--- src/rtl/icu_pkg.sv ---
// Shared constants for the interrupt combiner: bus addresses, status bit
// positions and widths. Assumes exactly eight status sources.
package icu_pkg;
    localparam int DW       = 8;
    localparam int AW       = 3;
    localparam int NUM_SRC  = 8;
    localparam int NUM_LVL  = 4;
    localparam int NUM_PIN  = 4;

    localparam logic [AW-1:0] A_STAT = 3'd0;
    localparam logic [AW-1:0] A_MASK = 3'd1;
    localparam logic [AW-1:0] A_PCHG = 3'd2;
    localparam logic [AW-1:0] A_PEN  = 3'd3;
    localparam logic [AW-1:0] A_OCFG = 3'd4;
    localparam logic [AW-1:0] A_GPO  = 3'd5;

    localparam int B_TXA = 0;
    localparam int B_RXA = 1;
    localparam int B_BKA = 2;
    localparam int B_TMR = 3;
    localparam int B_TXB = 4;
    localparam int B_RXB = 5;
    localparam int B_BKB = 6;
    localparam int B_COS = 7;

    typedef logic [DW-1:0] word_t;
endpackage

--- src/rtl/icu_events.sv ---
// Event capture for the combiner. Registers the level sources, keeps the
// sticky sources and the per-pin change flags, and forms the 8-bit status.
// Assumes set pulses and clear strobes are one cycle long and synchronous.
module icu_events
    import icu_pkg::*;
(
    input  logic               clk,
    input  logic               rst_n,
    input  logic [NUM_LVL-1:0] lvl_in,
    input  logic               set_bka,
    input  logic               set_bkb,
    input  logic               set_tmr,
    input  logic [NUM_PIN-1:0] pin_pulse,
    input  logic               ack_we,
    input  word_t              ack_bits,
    input  logic               chg_rd,
    input  logic [NUM_PIN-1:0] pin_en,
    output word_t              status,
    output logic [NUM_PIN-1:0] chg
);
    logic [NUM_LVL-1:0] lvl_q;
    logic               bka_q, bkb_q, tmr_q;
    logic [NUM_PIN-1:0] chg_q;

    // sample the level sources once per clock
    always_ff @(posedge clk) begin
        if (!rst_n) lvl_q <= '0;
        else        lvl_q <= lvl_in;
    end

    // sticky sources: a set pulse wins over an acknowledge in the same cycle
    always_ff @(posedge clk) begin
        if (!rst_n) begin
            bka_q <= 1'b0;
            bkb_q <= 1'b0;
            tmr_q <= 1'b0;
        end else begin
            bka_q <= set_bka | (bka_q & ~(ack_we & ack_bits[B_BKA]));
            bkb_q <= set_bkb | (bkb_q & ~(ack_we & ack_bits[B_BKB]));
            tmr_q <= set_tmr | (tmr_q & ~(ack_we & ack_bits[B_TMR]));
        end
    end

    // per-pin change flags, cleared by a read of the change record
    always_ff @(posedge clk) begin
        if (!rst_n)      chg_q <= '0;
        else if (chg_rd) chg_q <= pin_pulse;
        else             chg_q <= chg_q | pin_pulse;
    end

    // assemble the status word in its fixed bit order
    always_comb begin
        status        = '0;
        status[B_TXA] = lvl_q[0];
        status[B_RXA] = lvl_q[1];
        status[B_TXB] = lvl_q[2];
        status[B_RXB] = lvl_q[3];
        status[B_BKA] = bka_q;
        status[B_BKB] = bkb_q;
        status[B_TMR] = tmr_q;
        status[B_COS] = |(chg_q & pin_en);
    end

    assign chg = chg_q;
endmodule

--- src/rtl/icu_regfile.sv ---
// Host register file of the combiner: mask, pin enable, output configuration
// and general-purpose output data, plus the read multiplexer and the
// side-effect strobes. Assumes bus_wr and bus_rd are never high together.
module icu_regfile
    import icu_pkg::*;
(
    input  logic               clk,
    input  logic               rst_n,
    input  logic [AW-1:0]      addr,
    input  logic               wr,
    input  logic               rd,
    input  word_t              wdata,
    output word_t              rdata,
    input  word_t              status,
    input  logic [NUM_PIN-1:0] chg,
    output word_t              mask,
    output logic [NUM_PIN-1:0] pin_en,
    output word_t              ocfg,
    output word_t              gpo,
    output logic               ack_we,
    output logic               chg_rd
);
    word_t              mask_q, ocfg_q, gpo_q;
    logic [NUM_PIN-1:0] pen_q;

    // host writes to the configuration registers
    always_ff @(posedge clk) begin
        if (!rst_n) begin
            mask_q <= '0;
            pen_q  <= '0;
            ocfg_q <= '0;
            gpo_q  <= '0;
        end else if (wr) begin
            case (addr)
                A_MASK:  mask_q <= wdata;
                A_PEN:   pen_q  <= wdata[NUM_PIN-1:0];
                A_OCFG:  ocfg_q <= wdata;
                A_GPO:   gpo_q  <= wdata;
                default: ;
            endcase
        end
    end

    // read data selection, zero on unmapped addresses
    always_comb begin
        case (addr)
            A_STAT:  rdata = status;
            A_MASK:  rdata = mask_q;
            A_PCHG:  rdata = {{(DW-NUM_PIN){1'b0}}, chg};
            A_PEN:   rdata = {{(DW-NUM_PIN){1'b0}}, pen_q};
            A_OCFG:  rdata = ocfg_q;
            A_GPO:   rdata = gpo_q;
            default: rdata = '0;
        endcase
    end

    assign ack_we = wr & (addr == A_STAT);
    assign chg_rd = rd & (addr == A_PCHG);
    assign mask   = mask_q;
    assign pin_en = pen_q;
    assign ocfg   = ocfg_q;
    assign gpo    = gpo_q;
endmodule

--- src/rtl/icu_dout.sv ---
// Discrete output stage: each active-low pin carries its raw status bit when
// configured, otherwise the general-purpose data bit. Purely combinational.
module icu_dout
    import icu_pkg::*;
(
    input  word_t status,
    input  word_t ocfg,
    input  word_t gpo,
    output word_t pin_n
);
    for (genvar i = 0; i < NUM_SRC; i++) begin : g_pin
        // choose function or data per pin, then invert
        assign pin_n[i] = ~(ocfg[i] ? status[i] : gpo[i]);
    end
endmodule

--- src/rtl/irq_combiner.sv ---
// Top of the masked eight-source interrupt combiner. Joins event capture,
// the register file and the discrete outputs; drives the active-low request
// from registered status and mask. Synchronous active-low reset.
module irq_combiner
    import icu_pkg::*;
(
    input  logic               clk,
    input  logic               rst_n,
    input  logic [AW-1:0]      bus_addr,
    input  logic               bus_wr,
    input  logic               bus_rd,
    input  logic [DW-1:0]      bus_wdata,
    output logic [DW-1:0]      bus_rdata,
    input  logic [NUM_LVL-1:0] chan_lvl,
    input  logic               brk_set_a,
    input  logic               brk_set_b,
    input  logic               tmr_set,
    input  logic [NUM_PIN-1:0] pin_chg,
    output logic               irq_n,
    output logic [DW-1:0]      dout_n
);
    word_t              status_w, mask_w, ocfg_w, gpo_w;
    logic [NUM_PIN-1:0] chg_w, pen_w;
    logic               ack_we_w, chg_rd_w;

    icu_events u_evt (
        .clk       (clk),
        .rst_n     (rst_n),
        .lvl_in    (chan_lvl),
        .set_bka   (brk_set_a),
        .set_bkb   (brk_set_b),
        .set_tmr   (tmr_set),
        .pin_pulse (pin_chg),
        .ack_we    (ack_we_w),
        .ack_bits  (bus_wdata),
        .chg_rd    (chg_rd_w),
        .pin_en    (pen_w),
        .status    (status_w),
        .chg       (chg_w)
    );

    icu_regfile u_reg (
        .clk    (clk),
        .rst_n  (rst_n),
        .addr   (bus_addr),
        .wr     (bus_wr),
        .rd     (bus_rd),
        .wdata  (bus_wdata),
        .rdata  (bus_rdata),
        .status (status_w),
        .chg    (chg_w),
        .mask   (mask_w),
        .pin_en (pen_w),
        .ocfg   (ocfg_w),
        .gpo    (gpo_w),
        .ack_we (ack_we_w),
        .chg_rd (chg_rd_w)
    );

    icu_dout u_out (
        .status (status_w),
        .ocfg   (ocfg_w),
        .gpo    (gpo_w),
        .pin_n  (dout_n)
    );

    // request is low while any enabled source is active
    assign irq_n = ~|(status_w & mask_w);
endmodule

--- config.mk ---
export PLATFORM = sky130hd
export DESIGN_NAME = irq_combiner
export DESIGN_NICKNAME = d
export VERILOG_FILES = /design/src/rtl/icu_pkg.sv /design/src/rtl/icu_events.sv /design/src/rtl/icu_regfile.sv /design/src/rtl/icu_dout.sv /design/src/rtl/irq_combiner.sv
export SDC_FILE = /design/constraint.sdc
export NUM_CORES = 1
export LEC_CHECK = 0
export ABC_CLOCK_PERIOD_IN_PS = 1250
export BUFFER_PORTS_ARGS = -buffer_cell sky130_fd_sc_hd__buf_2
export CAP_MARGIN = 20
export CORE_MARGIN = 8
export CORE_UTILIZATION = 31
export CTS_CLUSTER_DIAMETER = 30
export DETAILED_ROUTE_END_ITERATION = 8
export PLACE_DENSITY_LB_ADDON = 0.15
export SLEW_MARGIN = 20
export SYNTH_ARGS = -nofsm -noshare
export SYNTH_HDL_FRONTEND = slang
export SYNTH_SLANG_ARGS = --single-unit
--- constraint.sdc ---
create_clock -name clk -period 1.25 [get_ports clk]
set_input_delay 0.25 -clock clk [delete_from_list [all_inputs] [get_ports clk]]
set_output_delay 0.25 -clock clk [all_outputs]
set_load 0.01 [all_outputs]
==> results of run 1 <==
metal layers:
| layer | wire, um | global-route usage, % |
|---|---|---|
| met1 | 2750 | 16.4 |
| met2 | 2800 | 22.4 |
| met5 | 0 | 0 |
| met3 | 222 | 2.96 |
| met4 | 45 | 3.84 |
critical path: stages (launching register included):
cell,delay (ps)
dfxtp_2,340
buf_6,120
mux2_4,260
a221oi_2,240
a21oi_1,70
buf_2,150
cell usage after synthesis:
cell / instances
nand3_1: 2
and4bb_2: 2
buf_4: 2
o31a_1: 1
mux2_2: 7
inv_1: 5
o21ai_0: 4
nand2_1: 18
a21boi_0: 8
nor3b_1: 1
and4b_1: 1
a222oi_1: 1
and2_1: 4
a211oi_1: 1
mux2i_1: 28
nand4bb_1: 1
a221oi_1: 3
nand4b_2: 1
a22oi_1: 6
nor4b_2: 1
o21ai_1: 1
clkbuf_1: 4
dfxtp_1: 39
a22oi_2: 1
a21oi_1: 8
buf_2: 2
buf_6: 5
mux4_2: 4
a31oi_1: 3
nor2b_1: 28
nand4b_1: 1
sequential cells by signal (all words and copies together) (netlist names):
| register | flops |
|---|---|
| u_evt.bka_q | 1 |
| u_evt.bkb_q | 1 |
| u_evt.chg | 4 |
| u_evt.lvl_q | 4 |
| u_evt.tmr_q | 1 |
| u_reg.gpo | 8 |
| u_reg.mask | 8 |
| u_reg.ocfg | 8 |
| u_reg.pin_en | 4 |
area by class of cell:
cell class | count | area, um2 | share of cell area [%]
inverters | 5 | 18.8 | 0.643
repair buffers | 99 | 726 | 24.9
well taps | 77 | 96.3 | 3.30
flip-flops and latches | 39 | 810 | 27.7
clock inverters | 2 | 12.5 | 0.429
multi-input cells | 136 | 1180 | 40.5
clock buffers | 6 | 72.6 | 2.49
power by group through the flow:
stage / clock [mW] / sequential [mW] / combinational [mW]
finish: 0.842 / 1.32 / 0.458
global route: 0.941 / 1.33 / 0.496
CTS: 0.883 / 1.32 / 0.448
detailed placement: 0 / 1.35 / 0.417
global placement: 0 / 1.34 / 0.415
floorplan: 0 / 1.34 / 0.213
stage by stage:
stage,instances,power (mW)
CTS,365,2.65
floorplan,193,1.55
global route,364,2.77
detailed placement,353,1.76
global placement,353,1.76
finish,364,2.62
what timing repair did:
action                                  4_1_cts  5_1_grt
pin swaps                                     4        7
gates resized for setup                      42       20
endpoints found under the setup margin       17       30
setup buffers                                 6        2
cell families after synthesis:
| group | count (synthesis) | synth area share (%) |
|---|---|---|
| flops | 39 | 39.6 |
| mux | 39 | 22.8 |
| buf+inv | 18 | 5.84 |
| simple gates | 60 | 18.8 |
| compound gates | 37 | 12.9 |
path summary, 6_finish.rpt:
check	start	end	slack, ps	depth (start not counted)
hold / removal	chan_lvl[0]	u_evt.lvl_q[0]	160	2
setup reg to reg	u_reg.pin_en[0]	u_reg.pin_en[0]	390	4
hold reg to reg	u_reg.gpo[7]	u_reg.gpo[7]	490	2
setup / recovery	u_evt.lvl_q[0]	bus_rdata[0]	-460	5
==> summary.md, run 1 <==
| Metric | Value |
|---|---|
| Die H | between 90 and 100 um |
| Share of the synthesized area in the top cell type | 39.6% |
| Leading cell types in the layout, fill and taps excluded | 44 x buf_4, 38 x buf_2, 27 x mux2i_1 |
| Total nets after synthesis | around 220 |
| Switching fraction of total power | around a quarter |
| Synth cell types | 31 |
| 1st-pass router iterations | 4 |
| Final hold slack | 157 ps |
| Internal portion of total power | around 1.9 mW |
| Starting density of the core | roughly a third |
| Area growth syn-to-layout | 48.2% |
| Final hold violations | 0 |
| Number of violations reported at the end of detailed-routing iteration 0 | 76 |
| Worst Slack Setup Final | -459 ps |
| Num Clock Sinks | 39 |
| CTS root buf | clkbuf_8 |
| Final cell area excluding filler cells | a little under 3000 um2 |
| Yosys warnings | 0 |
| Number of antenna violations at the first check in global routing | 0 |
| Die boundary width | roughly 96 um |
| Register area share after synthesis | approximately two fifths |
| Antenna diode count | 0 |
| Number of CTS-inserted buffers | 5 |
| RSZ-0062 raised after global routing | true |
| Worst hold-check path type | input port to flop |
| Gate count after technology mapping | just under 200 |
| Post-CTS Hold Fix Bufs | 0 |
| Number of levels in the clock H-tree | 2 |
| Leak pwr | between 1 and 1.5 nW |
| Clock Skews | 0 ps |
| Number of nets in the finished design | about 310 |
| Number of nets with antenna violations after routing | 0 |
| Final period demand of the worst path | around 1700 ps |
| Worst slew margin relative to its limit | about four fifths |
| Library cell occupying the most area in the post-synthesis netlist | dfxtp_1 |
| Highest achievable clock rate | 585 MHz |
| Tcrit/Tclk final | 137% |
| Violations in the final reports | negative setup slack |
| Placement row count | 29 |
| Vias per std cell | between 4 and 5 |
| Result of the run | finished with violations |
| Largest fanout of any net on the critical path | 2 |
| Endpoint class of the critical path | output port |
| Net switching power of the design | 691 uW |
| Required time of the critical path | 1000 ps |
| Mean post-synth cell area | 10.2 um2 |
| Ratio of cells with drive above 1 in the final layout | a little under three fifths |
| Number of remaining DRC errors | 0 |
| Endpoint arrival time on the critical path | ~1500 ps |
| Number of global-route vias before repair | 1885 |
| Max Cap Violations | 0 |
| Wirelength per Cell | about 16 um |
| Number of port buffers | 42 |
| Sum Neg Setup Slack | -3690 ps |
| Max IR drop VDD | between 0.0004 and 0.0005 V |
| Post-detailed-placement cell area | 2630 um2 |
| Leading cell type in the layout, fill and taps excluded | buf_4 |
| Final Max Slew Viols | 0 |
| WS Path Type | flop to output port |
| Sum of overflow across all layers after global routing | 0 |
| Detailed Place HPWL | between 4000 and 5000 um |
| Largest cells by area after synthesis | dfxtp_1 40%, mux2i_1 14%, nor2b_1 8.9% |
| Combined global-route utilization of all metal layers | a little over an eighth |
| Combinational fraction of design power | around 18% |
| I/O pin count | between 40 and 50 |
| Clock slew at reported path FFs | ~80 ps |
| Number of synthesized register bits | 39 |
| CTS tree | built |
| Total via count after detailed routing | 1721 |
| Core outline area | about 6200 um2 |
| Critical path startpoint category | flop |
| Share of the core filled with cells | between 40% and 50% |
| Setup-failing EPs final | 17 |
| Sequential share of power | approximately 50% |
| Total routed wirelength | between 5000 and 6000 um |
| Wire length of the first global-routing pass | about 9300 um |
| Maximum root-to-sink buffer count | 2 |
| Cell area after technology mapping | 1970 um2 |
| Pwr dens | 899 nW/um2 |
| Largest net degree at the start of global routing | 19 |
| Relative contribution of the clock network to total power | approximately a third |
| Overall die area | about 9200 um2 |
| Final GP Congestion | 0.776 |
| Filler Cell Count | ~630 |
| Slew @ Worst Pin | between 200 and 300 ps |
| DP Worst Slack | -326 ps |
| Worst skew pair latency | 290 ps |
Power figures use the tool's default switching activity.
==> inputs of run 2 (changes only) <==
--- a/config.mk
+++ b/config.mk
@@ -5,7 +5,7 @@
 export SDC_FILE = /design/constraint.sdc
 export NUM_CORES = 1
 export LEC_CHECK = 0
-export ABC_CLOCK_PERIOD_IN_PS = 1250
+export ABC_CLOCK_PERIOD_IN_PS = 1450
 export BUFFER_PORTS_ARGS = -buffer_cell sky130_fd_sc_hd__buf_2
 export CAP_MARGIN = 20
 export CORE_MARGIN = 8
==> constraint.sdc (replaced) <==
create_clock -name clk -period 1.45 [get_ports clk]
set_input_delay 0.29 -clock clk [delete_from_list [all_inputs] [get_ports clk]]
set_output_delay 0.29 -clock clk [all_outputs]
set_load 0.01 [all_outputs]
==> run 2 against run 1 <==
  * The run still ends with negative setup slack left
  * Worst hold slack better by 37 ps
  * Clock skew unchanged
  * Routed wire length shrank 5.6%
  * Count of clock-buffer cells in the layout stayed put
  * Sequential cell count did not move
  * First-iteration DRC count rose by 3.9%
  * Total power down 15%
  * Final cell count down 6.9%
  * Sequential power decreased by 14%
  * Via count is 4.1% lower
  * Critical path depth shrank 1
  * Sequential share of layout area grew 2.5 points
  * Largest cell class unchanged
==> summary.md, run 2 (synthesized netlist as in run 1, its figures left out) <==
| Metric | Value |
|---|---|
| Result of the run | finished with violations |
| Violations in the final reports | negative setup slack |
| Final cell area excluding filler cells | 2680 um2 |
| RSZ-0062 raised after global routing | true |
| Vias per std cell | 4.87 |
| Wire length of the first global-routing pass | around 9100 um |
| Worst Slack Setup Final | -273 ps |
| Cell class contributing the biggest share of worst-path delay | compound AO/OA/AOI/OAI gates |
| Leading cell type in the layout, fill and taps excluded | buf_2 |
| CTS root buf | clkbuf_8 |
| End of the critical path | irq_n |
| Antenna diode count | 0 |
| Total routed wirelength | 5490 um |
| Number of nets in the finished design | around 290 |
| Number of nets with antenna violations after routing | 0 |
| Sum of overflow across all layers after global routing | 0 |
| Worst skew pair latency | ~290 ps |
| I/O pin count | between 40 and 50 |
| Number of violations reported at the end of detailed-routing iteration 0 | 79 |
| Critical path cell sequence | a222oi_1 -> nand3_1 -> a21oi_2 -> buf_2 |
| Die boundary width | 95.7 um |
| Slew @ Worst Pin | 313 ps |
| Number of antenna violations at the first check in global routing | 0 |
| Worst hold-check path type | input port to flop |
| Final Max Slew Viols | 0 |
| Starting density of the core | a little under a third |
| Endpoint class of the critical path | output port |
| Max Cap Violations | 0 |
| Post-detailed-placement cell area | ~2300 um2 |
| Core outline area | 6240 um2 |
| Total via count after detailed routing | between 1500 and 2000 |
| Share of the core filled with cells | 42.9% |
| Tcrit/Tclk final | 119% |
| Number of port buffers | 42 |
| Detailed Place HPWL | 4060 um |
| Largest net degree at the start of global routing | 16 |
| Final hold violations | 0 |
| Combined global-route utilization of all metal layers | about an eighth |
| Max IR drop VDD | 0.000428 V |
| DP Worst Slack | -302 ps |
| Setup-failing EPs final | 10 |
| Crit path from | u_reg.mask[0] |
| Met2 layer wire length in the routed design | about 2500 um |
| Post-CTS Hold Fix Bufs | 0 |
| Area growth syn-to-layout | 36.0% |
| Critical path's slowest cell | dfxtp_2 |
| Clock slew at reported path FFs | roughly 80 ps |
| Leak pwr | 1.06 nW |
| Leading cell types in the layout, fill and taps excluded | 37 x buf_2, 31 x buf_4, 28 x mux2i_1 |
| Reg-to-reg critical path endpoint | u_evt.tmr_q |
| Final GP Congestion | 0.805 |
| Overall die area | slightly above 9000 um2 |
| Worst R2R Setup Slack | between 600 and 700 ps |
| Highest achievable clock rate | ~580 MHz |
| Largest fanout of any net on the critical path | 3 |
| Number of levels in the clock H-tree | 2 |
| CTS tree | built |
| Length in cells of the worst reg-to-reg path | 3 |
| Clock Skews | 0 ps |
| Required time of the critical path | approximately 1200 ps |
| Num Clock Sinks | 39 |
| Maximum root-to-sink buffer count | 2 |
| Largest stage delay on the critical path | around 330 ps |
| Number of CTS-inserted buffers | 5 |
| Die H | approximately 96 um |
| Placement row count | 29 |
| 1st-pass router iterations | 4 |
| Detailed-routed wire length on met3 | 305 um |
| Endpoint arrival time on the critical path | 1430 ps |
| Number of remaining DRC errors | 0 |
| Levels on crit path | 4 |
| Wirelength per Cell | between 15 and 20 um |
| Routed length on met1 | between 2000 and 3000 um |
| Ratio of cells with drive above 1 in the final layout | a little over half |
| Highest metal used | met4 |
| WS Path Type | flop to output port |
| Worst Path Buf+Inv | 1 |
| Critical path startpoint category | flop |
| R2r startpoint | u_evt.tmr_q |
| Number of global-route vias before repair | ~1800 |
| Worst slew margin relative to its limit | just under 80% |
| Pwr dens | about 840 nW/um2 |
| Final period demand of the worst path | ~1700 ps |
## run 2: changes by cell type in the layout (fill, tap and decap cells not counted), sizes merged
cell      previous run  this run
buf                 98        74
clkinvlp             1         0
## run 2: worst min path at each step
stage | start | end | slack [ps] | cells after the start
after global placement | u_reg.gpo[6] | u_reg.gpo[6] | 470 | 2
final | chan_lvl[2] | u_evt.lvl_q[2] | 190 | 2
after detailed placement | u_reg.gpo[5] | u_reg.gpo[5] | 480 | 2
after floorplan | bus_wdata[2] | u_evt.bka_q | 390 | 1
after CTS | chan_lvl[2] | u_evt.lvl_q[2] | 190 | 2
after global routing | chan_lvl[0] | u_evt.lvl_q[0] | 190 | 2
## run 2: final cells by class
cell class | instances | area (um2)
clock buffers | 6 | 82.6
clock inverters | 1 | 5.00
fillers | 648 | 3560
inverters | 5 | 18.8
multi-input cells | 136 | 1160
flip-flops and latches | 39 | 810
well taps | 77 | 96.3
repair buffers | 75 | 502
## run 2: where the power goes
part           switching (mW)  internal (mW)  leakage [nW]  total (mW)
registers              0.0316           1.11         0.328        1.14
logic                   0.159          0.180         0.685       0.339
clock network           0.384          0.374        0.0470       0.757
## run 2: timing repair
item	CTS	global route
setup endpoints to repair	10	10
buffers inserted	13	1
endpoints found under the hold margin	0	0
pin swaps	6	2
resized for setup	37	14
## run 2: metrics by stage
step	hold slack [ps]	instances	power [mW]	setup TNS, ps
final	194	339	2.24	-1720
after global placement	466	318	1.46	-3630
after global routing	190	339	2.36	-2420
after CTS	193	338	2.25	-1710
after detailed placement	476	318	1.46	-3870
after floorplan	391	193	1.33	0
## run 2: routing by layer
metal  GRT usage [%]  vias up
met3            4.29        2
met4            4.23        0
met1            16.7      785
met2            20.0       37
li1                -      826
met5               0        -
==> inputs of run 3 (changes only) <==
--- a/config.mk
+++ b/config.mk
@@ -8,9 +8,12 @@
 export ABC_CLOCK_PERIOD_IN_PS = 1450
 export BUFFER_PORTS_ARGS = -buffer_cell sky130_fd_sc_hd__buf_2
 export CAP_MARGIN = 20
+export CELL_PAD_IN_SITES_DETAIL_PLACEMENT = 1
+export CELL_PAD_IN_SITES_GLOBAL_PLACEMENT = 2
 export CORE_MARGIN = 8
-export CORE_UTILIZATION = 31
+export CORE_UTILIZATION = 30
 export CTS_CLUSTER_DIAMETER = 30
+export CTS_CLUSTER_SIZE = 16
 export DETAILED_ROUTE_END_ITERATION = 8
 export PLACE_DENSITY_LB_ADDON = 0.15
 export SLEW_MARGIN = 20
==> run 3 against run 2 <==
  * The flow still finishes with violations (negative setup slack)
  * Clock power grew 8.1%
  * Worst hold slack gained 9.8 ps
  * Via count rose by 1.5%
  * First-iteration DRC count up 22%
  * Final cell count rose by 0.59%
  * Final area increased by 0.14%
  * Setup slack better by 48 ps
  * Total power rose by 2.7%
  * Largest power group unchanged
==> summary.md, run 3 (synthesized netlist as in run 1, its figures left out) <==
| Metric | Value |
|---|---|
| R2r startpoint | u_evt.tmr_q |
| Number of port buffers | 42 |
| Worst R2R Setup Slack | between 600 and 700 ps |
| Combined global-route utilization of all metal layers | 12.8% |
| Num Clock Sinks | 39 |
| Total design power | between 2 and 2.5 mW |
| Number of levels in the clock H-tree | 2 |
| Overall die area | between 9000 and 10000 um2 |
| Vias per std cell | between 4 and 5 |
| Final Max Slew Viols | 0 |
| Number of antenna violations at the first check in global routing | 0 |
| Wirelength per Cell | approximately 17 um |
| Share of the core filled with cells | a little over two fifths |
| Crit path from | u_reg.mask[0] |
| Max IR drop VDD | 0.000363 V |
| Clock Skews | 0 ps |
| CTS root buf | clkbuf_8 |
| Number of nets in the finished design | slightly below 300 |
| Maximum root-to-sink buffer count | 2 |
| Critical path startpoint category | flop |
| Worst hold-check path type | input port to flop |
| Final hold violations | 0 |
| CTS tree | built |
| Number of CTS-inserted buffers | 5 |
| Sum of overflow across all layers after global routing | 0 |
| Leading cell type in the layout, fill and taps excluded | buf_2 |
| Core outline area | 6350 um2 |
| Violations in the final reports | negative setup slack |
| Die H | 97.0 um |
| Slew @ Worst Pin | around 350 ps |
| Max Cap Violations | 0 |
| Number of global-route vias before repair | 1849 |
| Tcrit/Tclk final | 115% |
| Number of nets with antenna violations after routing | 0 |
| Die boundary width | ~97 um |
| Final GP Congestion | roughly 0.77 |
| Worst Slack Setup Final | -225 ps |
| Leak pwr | around 1.1 nW |
| Setup-failing EPs final | 10 |
| Endpoint class of the critical path | output port |
| Starting density of the core | 31.0% |
| WS Path Type | flop to output port |
| Number of remaining DRC errors | 0 |
| Total via count after detailed routing | around 1700 |
| RSZ-0062 raised after global routing | true |
| Worst slew margin relative to its limit | between 70 and 80% |
| Worst skew pair latency | slightly below 300 ps |
| Wire length of the first global-routing pass | ~10000 um |
| Final Non-Filler Cells | about 340 |
| Total routed wirelength | a little under 6000 um |
| Ratio of cells with drive above 1 in the final layout | about half |
| Pwr dens | ~860 nW/um2 |
| Endpoint arrival time on the critical path | roughly 1400 ps |
| Antenna diode count | 0 |
| Largest fanout of any net on the critical path | 3 |
| Clock slew at reported path FFs | about 80 ps |
| 1st-pass router iterations | 4 |
| Detailed Place HPWL | about 4300 um |
| Number of violations reported at the end of detailed-routing iteration 0 | 96 |
| Final period demand of the worst path | around 1700 ps |
| Result of the run | finished with violations |
| Leading cell types in the layout, fill and taps excluded | 38 x buf_2, 32 x buf_4, 28 x mux2i_1 |
| DP Cell Count | about 320 |
| Highest achievable clock rate | ~600 MHz |
| Post-CTS Hold Fix Bufs | 0 |
| Filler Cell Count | around 750 |
| Placement row count | 29 |
| Required time of the critical path | 1160 ps |
| I/O pin count | 43 |
| Area growth syn-to-layout | 36.1% |
| Largest net degree at the start of global routing | 40 |
| Worst min-delay path startpoint | chan_lvl[3] |
[run 3: final timing paths]
check	end	cells after the start
setup / recovery	irq_n	4
hold reg to reg	u_reg.gpo[5]	2
hold / removal	u_evt.lvl_q[3]	2
setup reg to reg	u_evt.tmr_q	3
[run 3: cell type report]
class                           instances  area, um2  area share [%]
Multi-Input combinational cell        136       1150            43.0
Sequential cell                        39        810            30.2
Timing Repair Buffer                   76        503            18.8
Clock buffer                            8        100            3.73
Tap cell                               77       96.3            3.59
Inverter                                5       18.8           0.700
[run 3: what timing repair did]
item	in CTS	in global routing
endpoints found under the hold margin	0	0
pin swaps	5	3
resized for setup	38	11
endpoints found under the setup margin	10	10
buffers inserted	11	3
[run 3: report_power, final]
group	switching, mW	leakage [nW]	internal [mW]
clock	0.384	0.0515	0.435
sequential	0.0317	0.328	1.11
combinational	0.162	0.684	0.178
[run 3: per-layer routing]
metal	global-route usage (%)	part of all wire, %	wire length, um	vias up
met2	21.6	49	2910	27
met3	3.13	3.2	189	5
met4	2.96	0.61	36	0
met1	15.9	47	2750	814
met5	0	0	0	-
li1	-	-	-	828
[run 3: critical path, cell delays in order, from the launching register on]
cell and delay [ps]:
dfxtp_2 330, a222oi_1 330, nand3_1 160, a21oi_2 140
buf_2 140
[run 3: through the flow]
stage | cell area (um2) | hold slack (ps) | setup slack [ps] | TNS, ps
finish | 2680 | 203 | -225 | -1810
global route | 2680 | 199 | -328 | -2570
CTS | 2630 | 196 | -266 | -1850
detailed placement | 2340 | 478 | -251 | -4370
global placement | 2340 | 472 | -244 | -4150
floorplan | 1970 | 391 | 74.3 | 0
